--- src/rtl/hpd_irq_pkg.sv ---
package hpd_irq_pkg;
   // status / enable bit positions (software decodes these)
   localparam int unsigned SRC_CORE = 0;
   localparam int unsigned SRC_RISE = 1;
   localparam int unsigned SRC_FALL = 2;
   localparam int unsigned NSRC     = 3;

   // register word indices
   localparam int unsigned IDX_LEVEL  = 0;
   localparam int unsigned IDX_FILTER = 1;
   localparam int unsigned IDX_STATUS = 2;
   localparam int unsigned IDX_ENABLE = 3;
endpackage

--- src/rtl/hpd_sync.sv ---
module hpd_sync #(
   parameter int unsigned STAGES = 2
) (
   input  logic clk_i,
   input  logic rst_ni,
   input  logic async_i,
   output logic sync_o
);
   logic [STAGES-1:0] chain_q;

   generate
      if (STAGES == 1) begin : g_single
         always_ff @(posedge clk_i or negedge rst_ni) begin
            if (!rst_ni) chain_q <= '0;
            else         chain_q <= async_i;
         end
      end else begin : g_multi
         always_ff @(posedge clk_i or negedge rst_ni) begin
            if (!rst_ni) chain_q <= '0;
            else         chain_q <= {chain_q[STAGES-2:0], async_i};
         end
      end
   endgenerate

   assign sync_o = chain_q[STAGES-1];
endmodule

--- src/rtl/hpd_debounce.sv ---
module hpd_debounce #(
   parameter int unsigned FILT_W = 8
) (
   input  logic              clk_i,
   input  logic              rst_ni,
   input  logic              sample_i,
   input  logic [FILT_W-1:0] limit_i,
   output logic              level_o,
   output logic              rise_o,
   output logic              fall_o
);
   localparam int unsigned CNT_W = FILT_W + 1;

   logic [FILT_W-1:0] run_q;
   logic              level_q;
   logic              rise_q;
   logic              fall_q;
   logic [CNT_W-1:0]  run_next;
   logic              differs;
   logic              accept;

   assign differs  = (sample_i != level_q);
   assign run_next = {1'b0, run_q} + CNT_W'(1);
   assign accept   = differs && (run_next >= {1'b0, limit_i});

   always_ff @(posedge clk_i or negedge rst_ni) begin
      if (!rst_ni) begin
         run_q   <= '0;
         level_q <= 1'b0;
         rise_q  <= 1'b0;
         fall_q  <= 1'b0;
      end else begin
         rise_q <= accept &&  sample_i;
         fall_q <= accept && !sample_i;
         if (accept) begin
            level_q <= sample_i;
            run_q   <= '0;
         end else if (differs) begin
            run_q   <= run_next[FILT_W-1:0];
         end else begin
            run_q   <= '0;
         end
      end
   end

   assign level_o = level_q;
   assign rise_o  = rise_q;
   assign fall_o  = fall_q;

   AST_LEVEL_NEEDS_DIFF: assert property (@(posedge clk_i) disable iff (!rst_ni)
      !$stable(level_q) |-> ($past(sample_i) != $past(level_q))) else $error("level moved without a differing sample");
   AST_RISE_HIGH: assert property (@(posedge clk_i) disable iff (!rst_ni)
      rise_q |-> level_q) else $error("connect event with level low");
   AST_FALL_LOW: assert property (@(posedge clk_i) disable iff (!rst_ni)
      fall_q |-> !level_q) else $error("disconnect event with level high");
endmodule

--- src/rtl/hpd_status_bank.sv ---
module hpd_status_bank #(
   parameter int unsigned NSRC = 3
) (
   input  logic            clk_i,
   input  logic            rst_ni,
   input  logic [NSRC-1:0] set_i,
   input  logic [NSRC-1:0] clr_i,
   input  logic            en_wr_i,
   input  logic [NSRC-1:0] en_data_i,
   output logic [NSRC-1:0] status_o,
   output logic [NSRC-1:0] enable_o,
   output logic            irq_o
);
   logic [NSRC-1:0] status_q;
   logic [NSRC-1:0] enable_q;

   generate
      for (genvar i = 0; i < NSRC; i++) begin : g_bit
         always_ff @(posedge clk_i or negedge rst_ni) begin
            if (!rst_ni)       status_q[i] <= 1'b0;
            else if (set_i[i]) status_q[i] <= 1'b1;
            else if (clr_i[i]) status_q[i] <= 1'b0;
         end
      end
   endgenerate

   always_ff @(posedge clk_i or negedge rst_ni) begin
      if (!rst_ni)      enable_q <= '0;
      else if (en_wr_i) enable_q <= en_data_i;
   end

   assign status_o = status_q;
   assign enable_o = enable_q;
   assign irq_o    = |(status_q & enable_q);

   AST_SET_WINS: assert property (@(posedge clk_i) disable iff (!rst_ni)
      (|set_i) |=> ((status_q & $past(set_i)) == $past(set_i))) else $error("set event lost");
   AST_CLEAR_TAKES: assert property (@(posedge clk_i) disable iff (!rst_ni)
      (|(clr_i & ~set_i)) |=> ((status_q & $past(clr_i & ~set_i)) == '0)) else $error("clear ignored");
   AST_NO_SPURIOUS: assert property (@(posedge clk_i) disable iff (!rst_ni)
      (set_i == '0) |=> ((status_q & ~$past(status_q)) == '0)) else $error("bit set without source");
endmodule

--- src/rtl/hpd_irq_unit.sv ---
module hpd_irq_unit
   import hpd_irq_pkg::*;
#(
   parameter int unsigned ADDR_W      = 4,
   parameter int unsigned DATA_W      = 32,
   parameter int unsigned FILT_W      = 8,
   parameter int unsigned FILT_RESET  = 16,
   parameter int unsigned SYNC_STAGES = 2
) (
   input  logic              clk_i,
   input  logic              rst_ni,
   input  logic              hpd_i,
   input  logic              core_irq_i,
   input  logic [ADDR_W-1:0] addr_i,
   input  logic [DATA_W-1:0] wr_data_i,
   input  logic              wr_en_i,
   input  logic              rd_en_i,
   output logic [DATA_W-1:0] rd_data_o,
   output logic              hpd_level_o,
   output logic              irq_o
);
   localparam logic [ADDR_W-1:0] A_LEVEL  = ADDR_W'(IDX_LEVEL);
   localparam logic [ADDR_W-1:0] A_FILTER = ADDR_W'(IDX_FILTER);
   localparam logic [ADDR_W-1:0] A_STATUS = ADDR_W'(IDX_STATUS);
   localparam logic [ADDR_W-1:0] A_ENABLE = ADDR_W'(IDX_ENABLE);

   initial begin
      assert (DATA_W >= FILT_W && DATA_W >= NSRC) else $error("DATA_W too narrow");
      assert (FILT_W >= 1 && FILT_W <= 24) else $error("FILT_W out of range");
      assert (FILT_RESET >= 1 && FILT_RESET < (1 << FILT_W)) else $error("FILT_RESET out of range");
      assert (SYNC_STAGES >= 1) else $error("SYNC_STAGES must be at least 1");
      assert (ADDR_W >= 2) else $error("ADDR_W too narrow");
   end

   logic              hpd_sync;
   logic              level;
   logic              rise;
   logic              fall;
   logic [FILT_W-1:0] filt_q;
   logic [NSRC-1:0]   set_v;
   logic [NSRC-1:0]   clr_v;
   logic [NSRC-1:0]   status;
   logic [NSRC-1:0]   enable;
   logic              en_wr;
   logic [DATA_W-1:0] rd_mux;
   logic [DATA_W-1:0] rd_q;

   hpd_sync #(.STAGES(SYNC_STAGES)) sync_i (
      .clk_i   (clk_i),
      .rst_ni  (rst_ni),
      .async_i (hpd_i),
      .sync_o  (hpd_sync)
   );

   always_ff @(posedge clk_i or negedge rst_ni) begin
      if (!rst_ni)                             filt_q <= FILT_W'(FILT_RESET);
      else if (wr_en_i && addr_i == A_FILTER)  filt_q <= wr_data_i[FILT_W-1:0];
   end

   hpd_debounce #(.FILT_W(FILT_W)) deb_i (
      .clk_i    (clk_i),
      .rst_ni   (rst_ni),
      .sample_i (hpd_sync),
      .limit_i  (filt_q),
      .level_o  (level),
      .rise_o   (rise),
      .fall_o   (fall)
   );

   always_comb begin
      set_v           = '0;
      set_v[SRC_CORE] = core_irq_i;
      set_v[SRC_RISE] = rise;
      set_v[SRC_FALL] = fall;
   end

   assign clr_v = (wr_en_i && addr_i == A_STATUS) ? wr_data_i[NSRC-1:0] : '0;
   assign en_wr = wr_en_i && addr_i == A_ENABLE;

   hpd_status_bank #(.NSRC(NSRC)) bank_i (
      .clk_i     (clk_i),
      .rst_ni    (rst_ni),
      .set_i     (set_v),
      .clr_i     (clr_v),
      .en_wr_i   (en_wr),
      .en_data_i (wr_data_i[NSRC-1:0]),
      .status_o  (status),
      .enable_o  (enable),
      .irq_o     (irq_o)
   );

   always_comb begin
      rd_mux = '0;
      case (addr_i)
         A_LEVEL:  rd_mux = DATA_W'(level);
         A_FILTER: rd_mux = DATA_W'(filt_q);
         A_STATUS: rd_mux = DATA_W'(status);
         A_ENABLE: rd_mux = DATA_W'(enable);
         default:  rd_mux = '0;
      endcase
   end

   always_ff @(posedge clk_i or negedge rst_ni) begin
      if (!rst_ni)      rd_q <= '0;
      else if (rd_en_i) rd_q <= rd_mux;
   end

   assign rd_data_o   = rd_q;
   assign hpd_level_o = level;

   AST_IRQ_NEEDS_PENDING: assert property (@(posedge clk_i) disable iff (!rst_ni)
      $rose(irq_o) |-> ($past(core_irq_i || rise || fall) || $past(en_wr))) else $error("irq rose without cause");
   AST_RD_HOLDS: assert property (@(posedge clk_i) disable iff (!rst_ni)
      !rd_en_i |=> $stable(rd_data_o)) else $error("read data moved without strobe");
endmodule

--- config.mk ---
export PLATFORM = sky130hd
export DESIGN_NAME = hpd_irq_unit
export DESIGN_NICKNAME = d
export VERILOG_FILES = /design/src/rtl/hpd_irq_pkg.sv /design/src/rtl/hpd_sync.sv /design/src/rtl/hpd_debounce.sv /design/src/rtl/hpd_status_bank.sv /design/src/rtl/hpd_irq_unit.sv
export SDC_FILE = /design/constraint.sdc
export NUM_CORES = 1
export LEC_CHECK = 0
export BUFFER_PORTS_ARGS = -buffer_cell sky130_fd_sc_hd__buf_2
export CAP_MARGIN = 25
export CORE_MARGIN = 1.5
export CORE_UTILIZATION = 51
export DETAILED_ROUTE_END_ITERATION = 10
export GPL_ROUTABILITY_DRIVEN = 0
export HOLD_SLACK_MARGIN = 0.1
export MAX_ROUTING_LAYER = met4
export PLACE_DENSITY = 0.82
export SLEW_MARGIN = 20
export SYNTH_ARGS = -nofsm -noshare
export SYNTH_HDL_FRONTEND = slang
export SYNTH_SLANG_ARGS = --single-unit
--- constraint.sdc ---
create_clock -name clk_i -period 5.05 [get_ports clk_i]
set_clock_uncertainty 0.15 [all_clocks]
set_input_delay 1.01 -clock clk_i [delete_from_list [all_inputs] [get_ports clk_i]]
set_output_delay 1.01 -clock clk_i [all_outputs]
set_load 0.05 [all_outputs]
==> impl_metrics.tcl <==
set metrics [dict create \
    outcome "completed" \
    final-setup-viol-count 0 \
    worstPathArrival_ps 1390 \
    ys_seq_elements 35 \
    maxSlewViolCount 0 \
    n_fill_cell 308 \
    grt_setup_unrepaired "no" \
    yosysWarnings 0 \
    synth.avg_cell_area_um2 10.80 \
    hold_ws_ps 209.9 \
    path_clk_slew_ps 110 \
    period_share 0.5053 \
    drt_iter0_markers 52 \
    grt_pass1_vias 1238 \
    grt_use_total 0.1790 \
    die-height_um 63.34 \
    route.detailed.wl_per_inst_um 12.21 \
    clk_latency_ps 330 \
    cp-start-kind "flop" \
    wirelength_um 3064 \
    cts_hold_buf 0 \
    hpwl_um 2410 \
    power.net_switching_mw 0.2923 \
    yosysUniqueCellTypes 35 \
    synth_area_leaders "dfrtp_1 46%, buf_4 9.7%, mux2_2 7.9%" \
    io_buffers 27 \
    rows 21 \
    die_w_um 63.34 \
    comb_power_share 0.314 \
    drive_above_1_share 0.2780 \
    critPathKind "reg2out" \
    synthToLayoutAreaGrowth_pct 9.771 \
    ys.flop_type "dfrtp_1" \
    grt_pass1_wl_um 5333 \
    syn_inst 172 \
    crit_required_ps 3890 \
    yosysTopAreaCellShare 0.4582 \
    cts_tree "built" \
    p_leak_nw 1.037 \
    first_pass_iters 4 \
    post_cts_buffers 0 \
    vdd_drop_max_uv 289.6 \
    p_int_mw 0.5451 \
    antenna_found_initial 0 \
    design.core.area_um2 3416 \
    max_cap_violations 0 \
    ios 76 \
    cts_resized 0 \
    synthArstFlopShare 1.000 \
    synth_area_um2 1857 \
    final_nets 255 \
    relSlewSlack 0.4927 \
    fin_area_um2 2038 \
    grt_max_degree 36 \
    start_util 0.5436 \
    synth_edf_count 0 \
    cp_slowest_cell "dfrtp_1" \
    finalCriticalPeriod_ps 2552 \
    cts_root_buf "clkbuf_4" \
    cts_sinks 35 \
    overflow 0 \
    routed-via-count 1225 \
    hold_violations 0 \
    p_clk_frac 0.248 \
    max_freq_mhz 391.9 \
    final_core_util 0.5967 \
    slowest_delay_ps 430 \
    remaining_drc_errors 0 \
    n_antenna_cell 0 \
    via_per_inst 4.880 \
    hp-class "reg2reg" \
    placed_area_um2 1952 \
    setup_tns_ps 0 \
    die_area_um2 4012 \
    crit_path_end_kind "output pin" \
    p_sw_frac 0.3491 \
    fin_total_pwr_mw 0.8374 \
    cts_buffers 5 \
    worst_pin_slew_ps 760.9 \
    postRouteAntennaNets 0 \
    worstPathMaxFanout 3 \
    seq_power_share 0.438 \
    h-tree-depth 2 \
    synth_top_area_cell "dfrtp_1" \
    ys_seq_area_frac 0.4724 \
    clk_path_buf_depth 2 \
    cp_cell_sequence "a222oi_1 > inv_1 > buf_2" \
    p_per_area_nw_per_um2 410.9 \
]
-- routing by layer --
metal	up-vias	global-route usage	wire (µm)
li1	588	-	-
met1	585	0.2134	1295
met5	-	-	0
met3	9	0.03929	152
met4	0	0.08696	75
met2	43	0.2882	1541
-- power by group through the flow --
stage | clock, mW | combinational, mW | sequential (mW)
global route | 0.226 | 0.291 | 0.375
finish | 0.208 | 0.263 | 0.367
CTS | 0.213 | 0.267 | 0.368
detailed placement | 0 | 0.264 | 0.374
floorplan | 0 | 0.201 | 0.386
global placement | 0 | 0.257 | 0.370
-- final timing paths --
check,start,end,slack [ps],depth (start not counted)
worst max-delay path,bank_i.status_o[1],irq_o,2500,3
worst min-delay path,sync_i.chain_q[0],sync_i.chain_q[1],210,0
max in group asynchronous,rst_ni,deb_i.run_q[3],3680,1
min in group asynchronous,rst_ni,deb_i.run_q[2],590,1
worst max register to register,deb_i.run_q[0],deb_i.level_o,2500,10
worst min register to register,sync_i.chain_q[0],sync_i.chain_q[1],210,0
-- through the flow --
step / setup slack (ps) / std cells
after CTS: 2470 / 251
after detailed placement: 2547 / 243
after floorplan: 2742 / 195
after global placement: 2537 / 243
final: 2498 / 251
after global routing: 2277 / 251
-- final cells by class --
class | instances | area (µm²) | area share
tap | 46 | 57.56 | 0.02824
multi-input combinational | 116 | 810.8 | 0.3978
clock buffer | 6 | 51.30 | 0.02517
timing repair buffer | 27 | 135.1 | 0.06630
sequential | 35 | 877.1 | 0.4303
inverter | 19 | 71.32 | 0.03499
clock inverter | 2 | 35.03 | 0.01719
-- synth_stat cells (all sizes together) (2+ instances only) --
library cell	instances
xor2	4
xnor2	3
dfrtp	34
nor2	7
mux2	14
nor2b	6
nor3b	2
a21o	3
and3	2
nand3	8
a21oi	2
o21ai	6
a22oi	3
inv	19
nand2	10
o22ai	3
ha	9
buf	24
-- cell usage in the layout (no fill, tap or decap), types with 2 or more instances in the layout --
master    Yosys  routed
inv_1        19      19
a21oi_1       2       2
nand2_1      10      10
xor2_1        4       4
a22oi_1       2       2
nor2b_1       6       6
o21ai_0       6       6
buf_2         0      27
nand3_2       2       2
conb_1        1      24
nor2_1        7       7
nor3b_1       2       2
nand3_1       6       6
mux2_2       13      13
ha_1          9       9
dfrtp_1      34      34
clkbuf_4      0       5
a21o_1        3       3
o22ai_1       3       3
xnor2_1       3       3
-- cells by family (layout without fill, tap and decap cells) --
kind of cell / Yosys count / in the layout / share of synthesized area
buffers and inverters: 44 / 54 / 0.1375
and+or+nand+nor: 41 / 41 / 0.1227
DFF: 35 / 35 / 0.4724
AOI/OAI and AO/OA: 20 / 20 / 0.07278
muxes: 15 / 15 / 0.09905
adders and majority gates: 9 / 9 / 0.06065
xor gates and xnor gates: 7 / 7 / 0.03302
other: 1 / 24 / 0.002020
-- registers in the layout (all words and copies together) (netlist names) --
register	count
deb_i.rise_o	1
bank_i.enable_o	3
bank_i.status_o	3
sync_i.chain_q	2
filt_q	8
deb_i.run_q	8
deb_i.level_o	1
deb_i.fall_o	1
rd_data_o	8
-- critical path: cells and delay by family, from the launching register on --
| family | cells | cell delay (ps) |
|---|---|---|
| DFF | 1 | 430 |
| AOI/OAI and AO/OA | 1 | 350 |
| buffers and inverters | 2 | 280 |
(Power assumes the default switching activity.)
